**config.mk**
```make
export PLATFORM = sky130hd
export DESIGN_NAME = rob_rename_ctrl
export DESIGN_NICKNAME = d
export VERILOG_FILES = /design/src/rtl/rob_pkg.sv /design/src/rtl/rob_ptr_ctl.sv /design/src/rtl/rob_entry_store.sv /design/src/rtl/rob_reg_status.sv /design/src/rtl/rob_rs_slots.sv /design/src/rtl/rob_rename_ctrl.sv
export SDC_FILE = /design/constraint.sdc
export NUM_CORES = 1
export LEC_CHECK = 0
export BUFFER_PORTS_ARGS = -buffer_cell sky130_fd_sc_hd__buf_2
export CAP_MARGIN = 40
export CELL_PAD_IN_SITES_DETAIL_PLACEMENT = 1
export CELL_PAD_IN_SITES_GLOBAL_PLACEMENT = 1
export CORE_MARGIN = 4
export CORE_UTILIZATION = 40
export DETAILED_ROUTE_END_ITERATION = 8
export PLACE_DENSITY_LB_ADDON = 0.1
export SLEW_MARGIN = 20
export SYNTH_ARGS = -nofsm -noshare
export SYNTH_HDL_FRONTEND = slang
export SYNTH_SLANG_ARGS = --single-unit
```
**constraint.sdc**
```tcl
create_clock -name clk -period 11.27 [get_ports clk]
set_input_delay 0.5635 -clock clk [delete_from_list [all_inputs] [get_ports clk]]
set_output_delay 0.5635 -clock clk [all_outputs]
set_load 0.03 [all_outputs]
```
**src/rtl/rob_pkg.sv**
```systemverilog
package rob_pkg;

    typedef enum logic [1:0] {
        CNT_HOLD = 2'd0,
        CNT_INC  = 2'd1,
        CNT_DEC  = 2'd2
    } cnt_op_e;

    function automatic cnt_op_e cnt_op(input logic up, input logic down);
        if (up && !down)      return CNT_INC;
        else if (down && !up) return CNT_DEC;
        else                  return CNT_HOLD;
    endfunction

endpackage

```
**src/rtl/rob_ptr_ctl.sv**
```systemverilog
module rob_ptr_ctl
    import rob_pkg::*;
#(
    parameter int TAG_W = 3
) (
    input  logic             clk,
    input  logic             rst,
    input  logic             iss_req,
    input  logic             wb_req,
    input  logic             head_rdy,
    output logic             iss_ok,
    output logic             wb_ok,
    output logic [TAG_W-1:0] head,
    output logic [TAG_W-1:0] tail,
    output logic [TAG_W:0]   count
);
    localparam int DEPTH = 1 << TAG_W;
    localparam int CNT_W = TAG_W + 1;

    logic full_q;
    logic empty_q;

    assign full_q  = (count == CNT_W'(DEPTH));
    assign empty_q = (count == '0);
    assign iss_ok  = iss_req && !full_q;
    assign wb_ok   = wb_req && head_rdy && !empty_q;

    always_ff @(posedge clk) begin
        if (rst) begin
            head  <= '0;
            tail  <= '0;
            count <= '0;
        end else begin
            if (iss_ok) tail <= tail + 1'b1;
            if (wb_ok)  head <= head + 1'b1;
            unique case (cnt_op(iss_ok, wb_ok))
                CNT_INC: count <= count + 1'b1;
                CNT_DEC: count <= count - 1'b1;
                default: count <= count;
            endcase
        end
    end
endmodule

```
**src/rtl/rob_entry_store.sv**
```systemverilog
module rob_entry_store #(
    parameter int TAG_W  = 3,
    parameter int REG_W  = 3,
    parameter int DATA_W = 32,
    parameter int PC_W   = 32
) (
    input  logic              clk,
    input  logic              rst,
    input  logic              iss_we,
    input  logic [TAG_W-1:0]  iss_idx,
    input  logic              iss_done,
    input  logic [DATA_W-1:0] iss_result,
    input  logic              iss_has_dest,
    input  logic [REG_W-1:0]  iss_dest,
    input  logic [PC_W-1:0]   iss_next_pc,
    input  logic [PC_W-1:0]   iss_next_dpc,
    input  logic [PC_W-1:0]   iss_cur_pc,
    input  logic [PC_W-1:0]   iss_cur_dpc,
    input  logic              cmp_we,
    input  logic [TAG_W-1:0]  cmp_idx,
    input  logic [DATA_W-1:0] cmp_result,
    input  logic [TAG_W-1:0]  head_idx,
    output logic              head_done,
    output logic [DATA_W-1:0] head_result,
    output logic              head_has_dest,
    output logic [REG_W-1:0]  head_dest,
    output logic [PC_W-1:0]   head_next_pc,
    output logic [PC_W-1:0]   head_next_dpc,
    output logic [PC_W-1:0]   head_cur_pc,
    output logic [PC_W-1:0]   head_cur_dpc
);
    localparam int DEPTH = 1 << TAG_W;

    typedef struct packed {
        logic             has_dest;
        logic [REG_W-1:0] dest;
        logic [PC_W-1:0]  next_pc;
        logic [PC_W-1:0]  next_dpc;
        logic [PC_W-1:0]  cur_pc;
        logic [PC_W-1:0]  cur_dpc;
    } meta_t;

    logic [DEPTH-1:0]  done_q;
    logic [DATA_W-1:0] res_q  [DEPTH];
    meta_t             meta_q [DEPTH];
    logic              cmp_live;
    meta_t             head_meta;

    // an issue into the same slot overrides a completion aimed at it
    assign cmp_live = cmp_we && !(iss_we && (cmp_idx == iss_idx));

    for (genvar e = 0; e < DEPTH; e++) begin : g_done
        always_ff @(posedge clk) begin
            if (rst)
                done_q[e] <= 1'b0;
            else if (iss_we && (iss_idx == TAG_W'(e)))
                done_q[e] <= iss_done;
            else if (cmp_live && (cmp_idx == TAG_W'(e)))
                done_q[e] <= 1'b1;
        end
    end

    always_ff @(posedge clk) begin
        if (iss_we) begin
            meta_q[iss_idx] <= '{has_dest: iss_has_dest, dest: iss_dest,
                                 next_pc: iss_next_pc, next_dpc: iss_next_dpc,
                                 cur_pc: iss_cur_pc, cur_dpc: iss_cur_dpc};
            if (iss_done) res_q[iss_idx] <= iss_result;
        end
        if (cmp_live) res_q[cmp_idx] <= cmp_result;
    end

    assign head_meta     = meta_q[head_idx];
    assign head_done     = done_q[head_idx];
    assign head_result   = res_q[head_idx];
    assign head_has_dest = head_meta.has_dest;
    assign head_dest     = head_meta.dest;
    assign head_next_pc  = head_meta.next_pc;
    assign head_next_dpc = head_meta.next_dpc;
    assign head_cur_pc   = head_meta.cur_pc;
    assign head_cur_dpc  = head_meta.cur_dpc;
endmodule

```
**src/rtl/rob_reg_status.sv**
```systemverilog
module rob_reg_status #(
    parameter int NREG  = 8,
    parameter int TAG_W = 3
) (
    input  logic                        clk,
    input  logic                        rst,
    input  logic                        set_en,
    input  logic [$clog2(NREG)-1:0]     set_reg,
    input  logic [TAG_W-1:0]            set_tag,
    input  logic                        rel_en,
    input  logic [TAG_W-1:0]            rel_tag,
    output logic [NREG-1:0]             valid,
    output logic [NREG-1:0][TAG_W-1:0]  tag
);
    localparam int REG_W = $clog2(NREG);

    for (genvar r = 0; r < NREG; r++) begin : g_reg
        logic hit_set;
        logic hit_rel;
        assign hit_set = set_en && (set_reg == REG_W'(r));
        assign hit_rel = rel_en && (tag[r] == rel_tag);

        always_ff @(posedge clk) begin
            if (rst) begin
                valid[r] <= 1'b1;
                tag[r]   <= '0;
            end else if (hit_set) begin
                valid[r] <= 1'b0;
                tag[r]   <= set_tag;
            end else if (hit_rel) begin
                valid[r] <= 1'b1;
            end
        end
    end
endmodule

```
**src/rtl/rob_rs_slots.sv**
```systemverilog
module rob_rs_slots #(
    parameter int NRS   = 4,
    parameter int TAG_W = 3
) (
    input  logic                       clk,
    input  logic                       rst,
    input  logic                       load_en,
    input  logic [$clog2(NRS)-1:0]     load_slot,
    input  logic [TAG_W-1:0]           load_tag,
    input  logic [NRS-1:0]             clr,
    output logic [NRS-1:0]             valid,
    output logic [NRS-1:0][TAG_W-1:0]  tag
);
    localparam int RS_W = $clog2(NRS);

    for (genvar s = 0; s < NRS; s++) begin : g_slot
        logic hit;
        assign hit = load_en && (load_slot == RS_W'(s));

        always_ff @(posedge clk) begin
            if (rst) begin
                valid[s] <= 1'b0;
                tag[s]   <= '0;
            end else if (hit) begin
                valid[s] <= 1'b1;
                tag[s]   <= load_tag;
            end else if (clr[s]) begin
                valid[s] <= 1'b0;
            end
        end
    end
endmodule

```
**src/rtl/rob_rename_ctrl.sv**
```systemverilog
module rob_rename_ctrl #(
    parameter int TAG_W  = 3,
    parameter int NREG   = 8,
    parameter int NRS    = 4,
    parameter int DATA_W = 32,
    parameter int PC_W   = 32,
    localparam int REG_W = $clog2(NREG),
    localparam int RS_W  = $clog2(NRS)
) (
    input  logic                       clk,
    input  logic                       rst,
    input  logic                       iss_req,
    input  logic                       iss_has_dest,
    input  logic [REG_W-1:0]           iss_dest,
    input  logic [RS_W-1:0]            iss_rs,
    input  logic                       iss_done,
    input  logic [DATA_W-1:0]          iss_result,
    input  logic [PC_W-1:0]            iss_next_pc,
    input  logic [PC_W-1:0]            iss_next_dpc,
    input  logic [PC_W-1:0]            iss_cur_pc,
    input  logic [PC_W-1:0]            iss_cur_dpc,
    output logic                       iss_ok,
    output logic [TAG_W-1:0]           iss_tag,
    input  logic                       cmp_req,
    input  logic [TAG_W-1:0]           cmp_tag,
    input  logic [DATA_W-1:0]          cmp_result,
    input  logic [NRS-1:0]             rs_clr,
    input  logic                       wb_req,
    output logic                       wb_ok,
    output logic                       head_valid,
    output logic [TAG_W-1:0]           head_tag,
    output logic [DATA_W-1:0]          head_result,
    output logic                       head_has_dest,
    output logic [REG_W-1:0]           head_dest,
    output logic [PC_W-1:0]            head_next_pc,
    output logic [PC_W-1:0]            head_next_dpc,
    output logic [PC_W-1:0]            head_cur_pc,
    output logic [PC_W-1:0]            head_cur_dpc,
    output logic [TAG_W:0]             occupancy,
    output logic [NREG-1:0]            reg_valid,
    output logic [NREG-1:0][TAG_W-1:0] reg_tag,
    output logic [NRS-1:0]             rs_valid,
    output logic [NRS-1:0][TAG_W-1:0]  rs_tag
);
    logic [TAG_W-1:0] head_q;
    logic [TAG_W-1:0] tail_q;
    logic             head_done;

    rob_ptr_ctl #(.TAG_W(TAG_W)) u_ptr (
        .clk(clk), .rst(rst),
        .iss_req(iss_req), .wb_req(wb_req), .head_rdy(head_done),
        .iss_ok(iss_ok), .wb_ok(wb_ok),
        .head(head_q), .tail(tail_q), .count(occupancy)
    );

    rob_entry_store #(.TAG_W(TAG_W), .REG_W(REG_W), .DATA_W(DATA_W), .PC_W(PC_W)) u_store (
        .clk(clk), .rst(rst),
        .iss_we(iss_ok), .iss_idx(tail_q), .iss_done(iss_done), .iss_result(iss_result),
        .iss_has_dest(iss_has_dest), .iss_dest(iss_dest),
        .iss_next_pc(iss_next_pc), .iss_next_dpc(iss_next_dpc),
        .iss_cur_pc(iss_cur_pc), .iss_cur_dpc(iss_cur_dpc),
        .cmp_we(cmp_req), .cmp_idx(cmp_tag), .cmp_result(cmp_result),
        .head_idx(head_q), .head_done(head_done), .head_result(head_result),
        .head_has_dest(head_has_dest), .head_dest(head_dest),
        .head_next_pc(head_next_pc), .head_next_dpc(head_next_dpc),
        .head_cur_pc(head_cur_pc), .head_cur_dpc(head_cur_dpc)
    );

    rob_reg_status #(.NREG(NREG), .TAG_W(TAG_W)) u_regs (
        .clk(clk), .rst(rst),
        .set_en(iss_ok && iss_has_dest), .set_reg(iss_dest), .set_tag(tail_q),
        .rel_en(wb_ok), .rel_tag(head_q),
        .valid(reg_valid), .tag(reg_tag)
    );

    rob_rs_slots #(.NRS(NRS), .TAG_W(TAG_W)) u_rs (
        .clk(clk), .rst(rst),
        .load_en(iss_ok), .load_slot(iss_rs), .load_tag(tail_q),
        .clr(rs_clr), .valid(rs_valid), .tag(rs_tag)
    );

    assign iss_tag    = tail_q;
    assign head_tag   = head_q;
    assign head_valid = head_done && (occupancy != '0);
endmodule

```
==> flow_summary_export.csv, run 1 <==
group,metric,value,unit
grt,grt_pass1_wl,212000,um
power_and_ir_drop,p_switching,2.64,mW
grt,grt_max_degree,141,
timing,setup_viol,0,
detailed_routing,met1_length,59000,um
detailed_routing,viasPerCell,5.34,
die,rows,137,
power_and_ir_drop,p_per_area,175,nW/um2
timing,setup_tns,0,ns
synthesis,ys_warn_count,0,
worst_setup_path,endpoint_kind,"primary output",
synthesis,synth-seq-cells,1381,
timing,whs,0.0682,ns
worst_setup_path,critical_path_arrival,4.17,ns
timing,hold_violations,0,
power_and_ir_drop,p_seq_share,50.0,%
layout,finalNetCount,3369,
run_status,status,"completed",
placement,pre_cts_ws,6.94,ns
timing,clock_skew,0.0294,ns
worst_setup_path,startpoint_type,"flip-flop",
synthesis,ys.flop_type,"edfxtp_1",
layout,register_area,40800,um2
placement,place_hpwl,84500,um
timing,finalMaxSlewViolations,0,
power_and_ir_drop,pwr-share-clk,41.6,%
clock_network,clk_path_buf_depth,3,
detailed_routing,met3_length,8080,um
placement,gp_congestion,0.744,
detailed_routing,drtIter0Drc,1672,
timing,grt_setup_unrepaired,"false",
die,die_area,147000,um2
clock_network,cts_sinks,1381,
clock_network,cts_root_buffer,"clkbuf_16",
power_and_ir_drop,p_leak,22.0,nW
worst_setup_path,path_buf_inv,5,
detailed_routing,met2_length,74000,um
clock_network,numCtsBuffers,153,
layout,final_layout_size_suffix_gt1_share,46.0,%
detailed_routing,routedWlPerCell,28.0,um
die,start_util,40.3,%
worst_setup_path,crit_chain,"buf_12 > buf_12 > buf_4 > buf_16 > mux4_2 > mux2_2 > buf_2",
detailed_routing,vias,27551,
die,io_pins,436,
job,maxCapViolCount,0,
power_and_ir_drop,combPwrFrac,8.4,%
layout,area_delta_synth_final,18.3,%
clock_network,htreeDepth,4,
detailed_routing,drc,0,
power_and_ir_drop,p_int,9.00,mW
clock_network,path_clk_slew,0.06,ns
synthesis,synth_cell_types,56,
worst_setup_path,crit_path_max_fanout,104,
clock_network,cts_tree,"done",
worst_setup_path,path_common_cell,"buf_12",
grt,grt_usage,19.8,%
worst_setup_path,critical-path-max-stage-delay,0.64,ns
grt,grt_pass1_vias,30429,
synthesis,synth_cells,2570,
detailed_routing,first_pass_iters,5,
worst_setup_path,cpLargestDelayFamily,"buffers and inverters",
power_and_ir_drop,power,11.6,mW
synthesis,synthArstFlopShare,0,%
timing,layout_worst_path_cycle_share,42.0,%
timing,fin_ws,6.54,ns
layout,layout_common_cells,"edfxtp_1, buf_2, mux4_2",
power_and_ir_drop,swShare,22.7,%
grt,overflow,0,
synthesis,avgSynthCellArea,21.9,um2
layout,multi_input_area,14700,um2
power_and_ir_drop,ir_worst_vdd,111,uV
layout,layout.filler_cells,12802,
timing,finalCriticalPeriod,4.73,ns
detailed_routing,top_layer,"met5",
timing,max_freq,211,MHz
worst_setup_path,worstPathRequired,10.71,ns
die,coreArea,140000,um2
layout,fin_util,47.7,%
worst_setup_path,cpMaxStageDelayCell,"buf_12",
die,die-height,383,um
grt,antenna_found_initial,43,
detailed_routing,postRouteWirelength,145000,um
worst_setup_path,critPathKind,"reg -> out",
clock_network,post-cts-setup-buffers,0,
synthesis,syn-num-nets,2791,
synthesis,synth_edf_count,1312,
clock_network,clock_latency,0.77,ns
layout,mostFrequentLayoutCell,"edfxtp_1",
placement,portBuffers,435,
synthesis,syn_area,56200,um2
timing,tightest_slew,1.11,ns
min_path,min_path_type,"in -> reg",
timing,slew_headroom,26.1,%
synthesis,ys_seq_area_share,72.5,%
detailed_routing,antenna_left,0,
die,dieWidth,383,um
[final cells by class]
| type | count | area share [%] |
|---|---|---|
| diodes | 18 | 0.0677 |
| clock buffers | 197 | 6.10 |
| clock inverters | 79 | 1.20 |
| inverters | 18 | 0.102 |
| multi-input cells | 1024 | 22.1 |
| flip-flops and latches | 1381 | 61.3 |
| well taps | 1876 | 3.53 |
| repair buffers | 570 | 5.61 |
[routing by layer]
| layer | GRT usage [%] | vias to the layer above |
|---|---|---|
| met3 | 4.67 | 245 |
| met4 | 5.58 | 20 |
| met1 | 25.2 | 14699 |
| met5 | 0 | - |
| met2 | 34.1 | 702 |
| li1 | - | 11885 |
[worst register-to-register path, delay by kind of cell (launching register included)]
family                 cells  cell delay (ns)
AND/OR/NAND/NOR            4             1.26
buffers and inverters      4             1.56
flip-flops                 1             0.56
[synthesized netlist by cell type, types with 2 or more instances]
| master | number | share of area (%) |
|---|---|---|
| o311a_1 | 2 | 0.036 |
| nor4_1 | 3 | 0.033 |
| mux2i_1 | 42 | 0.75 |
| a211oi_1 | 2 | 0.027 |
| mux2_2 | 327 | 6.6 |
| o21bai_1 | 5 | 0.067 |
| mux4_2 | 328 | 13 |
| o221ai_1 | 6 | 0.093 |
| nor3_1 | 8 | 0.071 |
| nand4b_1 | 3 | 0.047 |
| edfxtp_1 | 1312 | 70 |
| xnor2_1 | 9 | 0.14 |
| a21boi_0 | 2 | 0.027 |
| ha_1 | 10 | 0.22 |
| nor2b_1 | 3 | 0.033 |
| dfxtp_1 | 69 | 2.5 |
| o21a_1 | 3 | 0.040 |
| buf_6 | 16 | 0.32 |
| nand2b_1 | 6 | 0.067 |
| and3_1 | 4 | 0.045 |
| nand2_1 | 18 | 0.12 |
| buf_1 | 15 | 0.10 |
| buf_12 | 7 | 0.25 |
| a32o_1 | 2 | 0.036 |
| a21oi_1 | 17 | 0.15 |
| or4_1 | 7 | 0.093 |
| nor4b_1 | 2 | 0.031 |
| o21ai_0 | 4 | 0.036 |
| a31oi_1 | 3 | 0.033 |
| nor2_1 | 54 | 0.36 |
| buf_2 | 41 | 0.37 |
| o31a_1 | 2 | 0.031 |
| xor2_1 | 21 | 0.33 |
| inv_2 | 2 | 0.013 |
| mux2_4 | 97 | 2.6 |
| buf_4 | 7 | 0.093 |
| nand4_1 | 3 | 0.033 |
| nand3b_1 | 4 | 0.053 |
| clkbuf_1 | 61 | 0.41 |
| nor3_2 | 6 | 0.11 |
| inv_1 | 15 | 0.10 |
| o31ai_1 | 2 | 0.027 |
| o21ai_4 | 3 | 0.087 |
| nand3_1 | 5 | 0.045 |
[sequential cells by signal (all words and copies together) (netlist names), named ones only]
name	cells
u_store.done_q	8
u_rs.tag	12
u_regs.tag	24
u_ptr.count	4
u_store.res_q	256
u_store.meta_q	1056
u_rs.valid	4
u_regs.valid	8
u_ptr.tail	3
u_ptr.head	3
[logic make-up after synthesis]
logic type | count (synthesis) | share of synthesized area (%)
DFF | 1381 | 72.5
AOI/OAI and AO/OA | 58 | 0.799
xor gates and xnor gates | 30 | 0.467
adders and majority gates | 10 | 0.223
and+or+nand+nor | 132 | 1.28
buffers and inverters | 165 | 1.66
muxes | 794 | 23.0
[power by group through the flow]
| stage | sequential (mW) | clock [mW] | combinational [mW] |
|---|---|---|---|
| after floorplan | 5.94 | 0 | 0.597 |
| after global routing | 5.83 | 5.23 | 1.05 |
| after detailed placement | 5.93 | 0 | 0.975 |
| after CTS | 5.83 | 4.99 | 0.999 |
| after global placement | 5.93 | 0 | 0.941 |
| final | 5.82 | 4.84 | 0.978 |
[through the flow]
stage	area, um2	std cells
after floorplan	56200	2570
after global placement	60500	4786
after detailed placement	60900	4805
after CTS	66400	5140
after global routing	66500	5150
final	66500	5163
[path summary, 6_finish.rpt]
path	end	start	slack, ns	cells past startpoint
setup / recovery	head_next_dpc[20]	flip-flop	6.54	7
hold reg to reg	u_rs.valid[1]	u_rs.valid[1]	0.48	2
setup reg to reg	u_store.meta_q[0][10]	u_ptr.count[0]	7.48	8
hold / removal	u_store.meta_q[3][127]	iss_next_pc[31]	0.07	1
[what timing repair did]
| action | in CTS | in global routing |
|---|---|---|
| endpoints found under the hold margin | 370 | 0 |
| hold buffers | 59 | 0 |
| resized for setup | 0 | 0 |
Note: power is estimated with default switching activity, not from simulation.
==> inputs of run 2 (changes only) <==
==> constraint.sdc (replaced) <==
create_clock -name clk -period 4.1 [get_ports clk]
set_input_delay 0.205 -clock clk [delete_from_list [all_inputs] [get_ports clk]]
set_output_delay 0.205 -clock clk [all_outputs]
set_load 0.03 [all_outputs]
==> run 2 against run 1 <==
Effect of this change: global-route usage decreased by 0.16 points; power rose to 2.8 times the previous value; worst setup slack got worse by 5.9 ns; largest power group unchanged; register-to-register slack worse by 6.8 ns; critical path depth fell by 2; non-clock buffer count increased by 207; routed wire length down 1.0%; count of clock-buffer cells in the layout decreased by 2; clock power grew to 2.7 times the previous value; cell area grew 3.2%; critical path type unchanged; via count increased by 2.2%; core utilization increased by 1.5 points.
==> flow_summary_export.csv, run 2 (same netlist as run 1, synthesis figures left out) <==
group,metric,value,unit
run_status,status,"completed",
layout,largest_reg_flops,1056,
die,die_area,147000,um2
detailed_routing,drc,0,
clock_network,clk_path_buf_depth,3,
power_and_ir_drop,ir_worst_vdd,297,uV
clock_network,cts_resized,0,
timing,setup_tns,0,ns
detailed_routing,drtIter0Drc,1740,
worst_setup_path,reg2reg_depth,6,
power_and_ir_drop,power,32.0,mW
grt,grt_pass1_vias,31780,
layout,area_delta_synth_final,22.1,%
power_and_ir_drop,swShare,22.3,%
grt,use_met1,24.9,%
clock_network,clock_latency,0.77,ns
die,die-height,383,um
detailed_routing,routedWlPerCell,26.7,um
die,rows,137,
clock_network,cts_sinks,1381,
grt,grt_usage,19.6,%
die,coreArea,140000,um2
grt,use_met2,34.1,%
power_and_ir_drop,combPwrFrac,8.9,%
min_path,min_path_type,"in -> reg",
worst_setup_path,worstPathRequired,3.89,ns
worst_setup_path,critical_path_arrival,3.22,ns
detailed_routing,vias,28147,
power_and_ir_drop,p_leak,22.9,nW
layout,top_regs,"u_store.meta_q (1056), u_store.res_q (256), u_regs.tag (24)",
timing,hold_violations,0,
layout,layout_common_cells,"edfxtp_1, buf_2, mux4_2",
timing,finalCriticalPeriod,3.43,ns
power_and_ir_drop,p_per_area,467,nW/um2
grt,antenna_found_initial,18,
worst_setup_path,reg2reg_to,"u_store.res_q[7][10]",
timing,slew_headroom,44.7,%
detailed_routing,antenna_left,0,
layout,layout.filler_cells,12799,
layout,mostFrequentLayoutCell,"edfxtp_1",
timing,finalMaxSlewViolations,0,
power_and_ir_drop,p_switching,7.15,mW
timing,tightest_slew,0.827,ns
power_and_ir_drop,pwr-share-clk,41.1,%
clock_network,cts_root_buffer,"clkbuf_16",
die,dieWidth,383,um
timing,whs,0.0981,ns
worst_setup_path,endpoint_kind,"primary output",
layout,top_register,"u_store.meta_q",
timing,fin_ws,0.672,ns
timing,setup_viol,0,
detailed_routing,first_pass_iters,5,
power_and_ir_drop,p_seq_share,50.0,%
clock_network,numCtsBuffers,153,
worst_setup_path,r2r_setup_slack,0.68,ns
die,io_pins,436,
clock_network,cts_tree,"done",
grt,busiest_layer,"met2",
grt,grt.met3_usage,4.57,%
worst_setup_path,crit_end,"head_next_pc[14]",
clock_network,path_clk_slew,0.05,ns
placement,portBuffers,435,
grt,grt_pass1_wl,212000,um
layout,final_layout_size_suffix_gt1_share,44.1,%
detailed_routing,postRouteWirelength,143000,um
grt,overflow,0,
timing,grt_setup_unrepaired,"false",
power_and_ir_drop,p_int,24.9,mW
die,start_util,40.3,%
worst_setup_path,r2r-start,"u_ptr.tail[2]",
placement,gp_congestion,0.759,
grt,grt_max_degree,88,
timing,clock_skew,0.0208,ns
layout,register_area,40800,um2
layout,multi_input_area,14700,um2
worst_setup_path,startpoint_type,"flip-flop",
placement,pre_cts_ws,0.934,ns
timing,layout_worst_path_cycle_share,83.6,%
placement,place_hpwl,85900,um
worst_setup_path,crit_path_max_fanout,24,
detailed_routing,viasPerCell,5.26,
layout,finalNetCount,3576,
clock_network,htreeDepth,4,
worst_setup_path,critPathKind,"reg -> out",
job,maxCapViolCount,0,
timing,max_freq,292,MHz
==> run 2: layout make-up <==
| class | instances | share of cell area (%) |
|---|---|---|
| flip-flops and latches | 1381 | 59.4 |
| inverters | 18 | 0.102 |
| repair buffers | 777 | 8.56 |
| multi-input cells | 1024 | 21.4 |
| diodes | 12 | 0.0438 |
| well taps | 1876 | 3.42 |
| clock buffers | 195 | 6.01 |
| clock inverters | 73 | 0.995 |
==> run 2: worst min path at each step <==
stage,startpoint,endpoint,slack (ns),cells after the start
global route,cmp_req,u_store.done_q[0],0.07,4
floorplan,iss_cur_dpc[0],u_store.meta_q[0][0],0.30,0
global placement,u_rs.valid[1],u_rs.valid[1],0.46,2
detailed placement,u_rs.valid[2],u_rs.valid[2],0.46,2
CTS,cmp_req,u_store.done_q[0],0.02,4
finish,cmp_req,u_store.done_q[0],0.1,4
==> run 2: worst max-delay path: stages, from the launching register on <==
cell and delay [ns]:
dfxtp_4 0.72, buf_12 0.31, buf_4 0.34, mux4_2 0.55
mux2_2 0.28, buf_2 0.19
==> run 2: repair_timing <==
| action | in CTS | in global routing |
|---|---|---|
| hold buffers | 245 | 0 |
| endpoints found under the hold margin | 1341 | 0 |
| setup buffers | 0 | 0 |
==> run 2: per-stage QoR <==
step	utilization, %	area (um2)	instances
global route	49.2	68600	5349
floorplan	-	56400	2570
detailed placement	44.0	61300	4830
global placement	43.9	61300	4825
finish	49.2	68600	5356
CTS	49.2	68600	5343
==> run 2: metal layers <==
| layer | vias up | routed length, um |
|---|---|---|
| li1 | 12295 | - |
| met1 | 15011 | 58500 |
| met2 | 636 | 73700 |
| met3 | 193 | 7860 |
| met4 | 12 | 2980 |
| met5 | - | 76 |
==> run 2: power by group through the flow <==
| stage | Clock [mW] | Sequential, mW | Combinational, mW |
|---|---|---|---|
| 5_1_grt | 14.2 | 16.0 | 3.07 |
| 3_3_place_gp | 0 | 16.3 | 2.63 |
| 3_5_place_dp | 0 | 16.3 | 2.69 |
| 4_1_cts | 13.6 | 16.0 | 2.92 |
| 6_report | 13.2 | 16.0 | 2.85 |
| 2_1_floorplan | 0 | 16.3 | 1.66 |
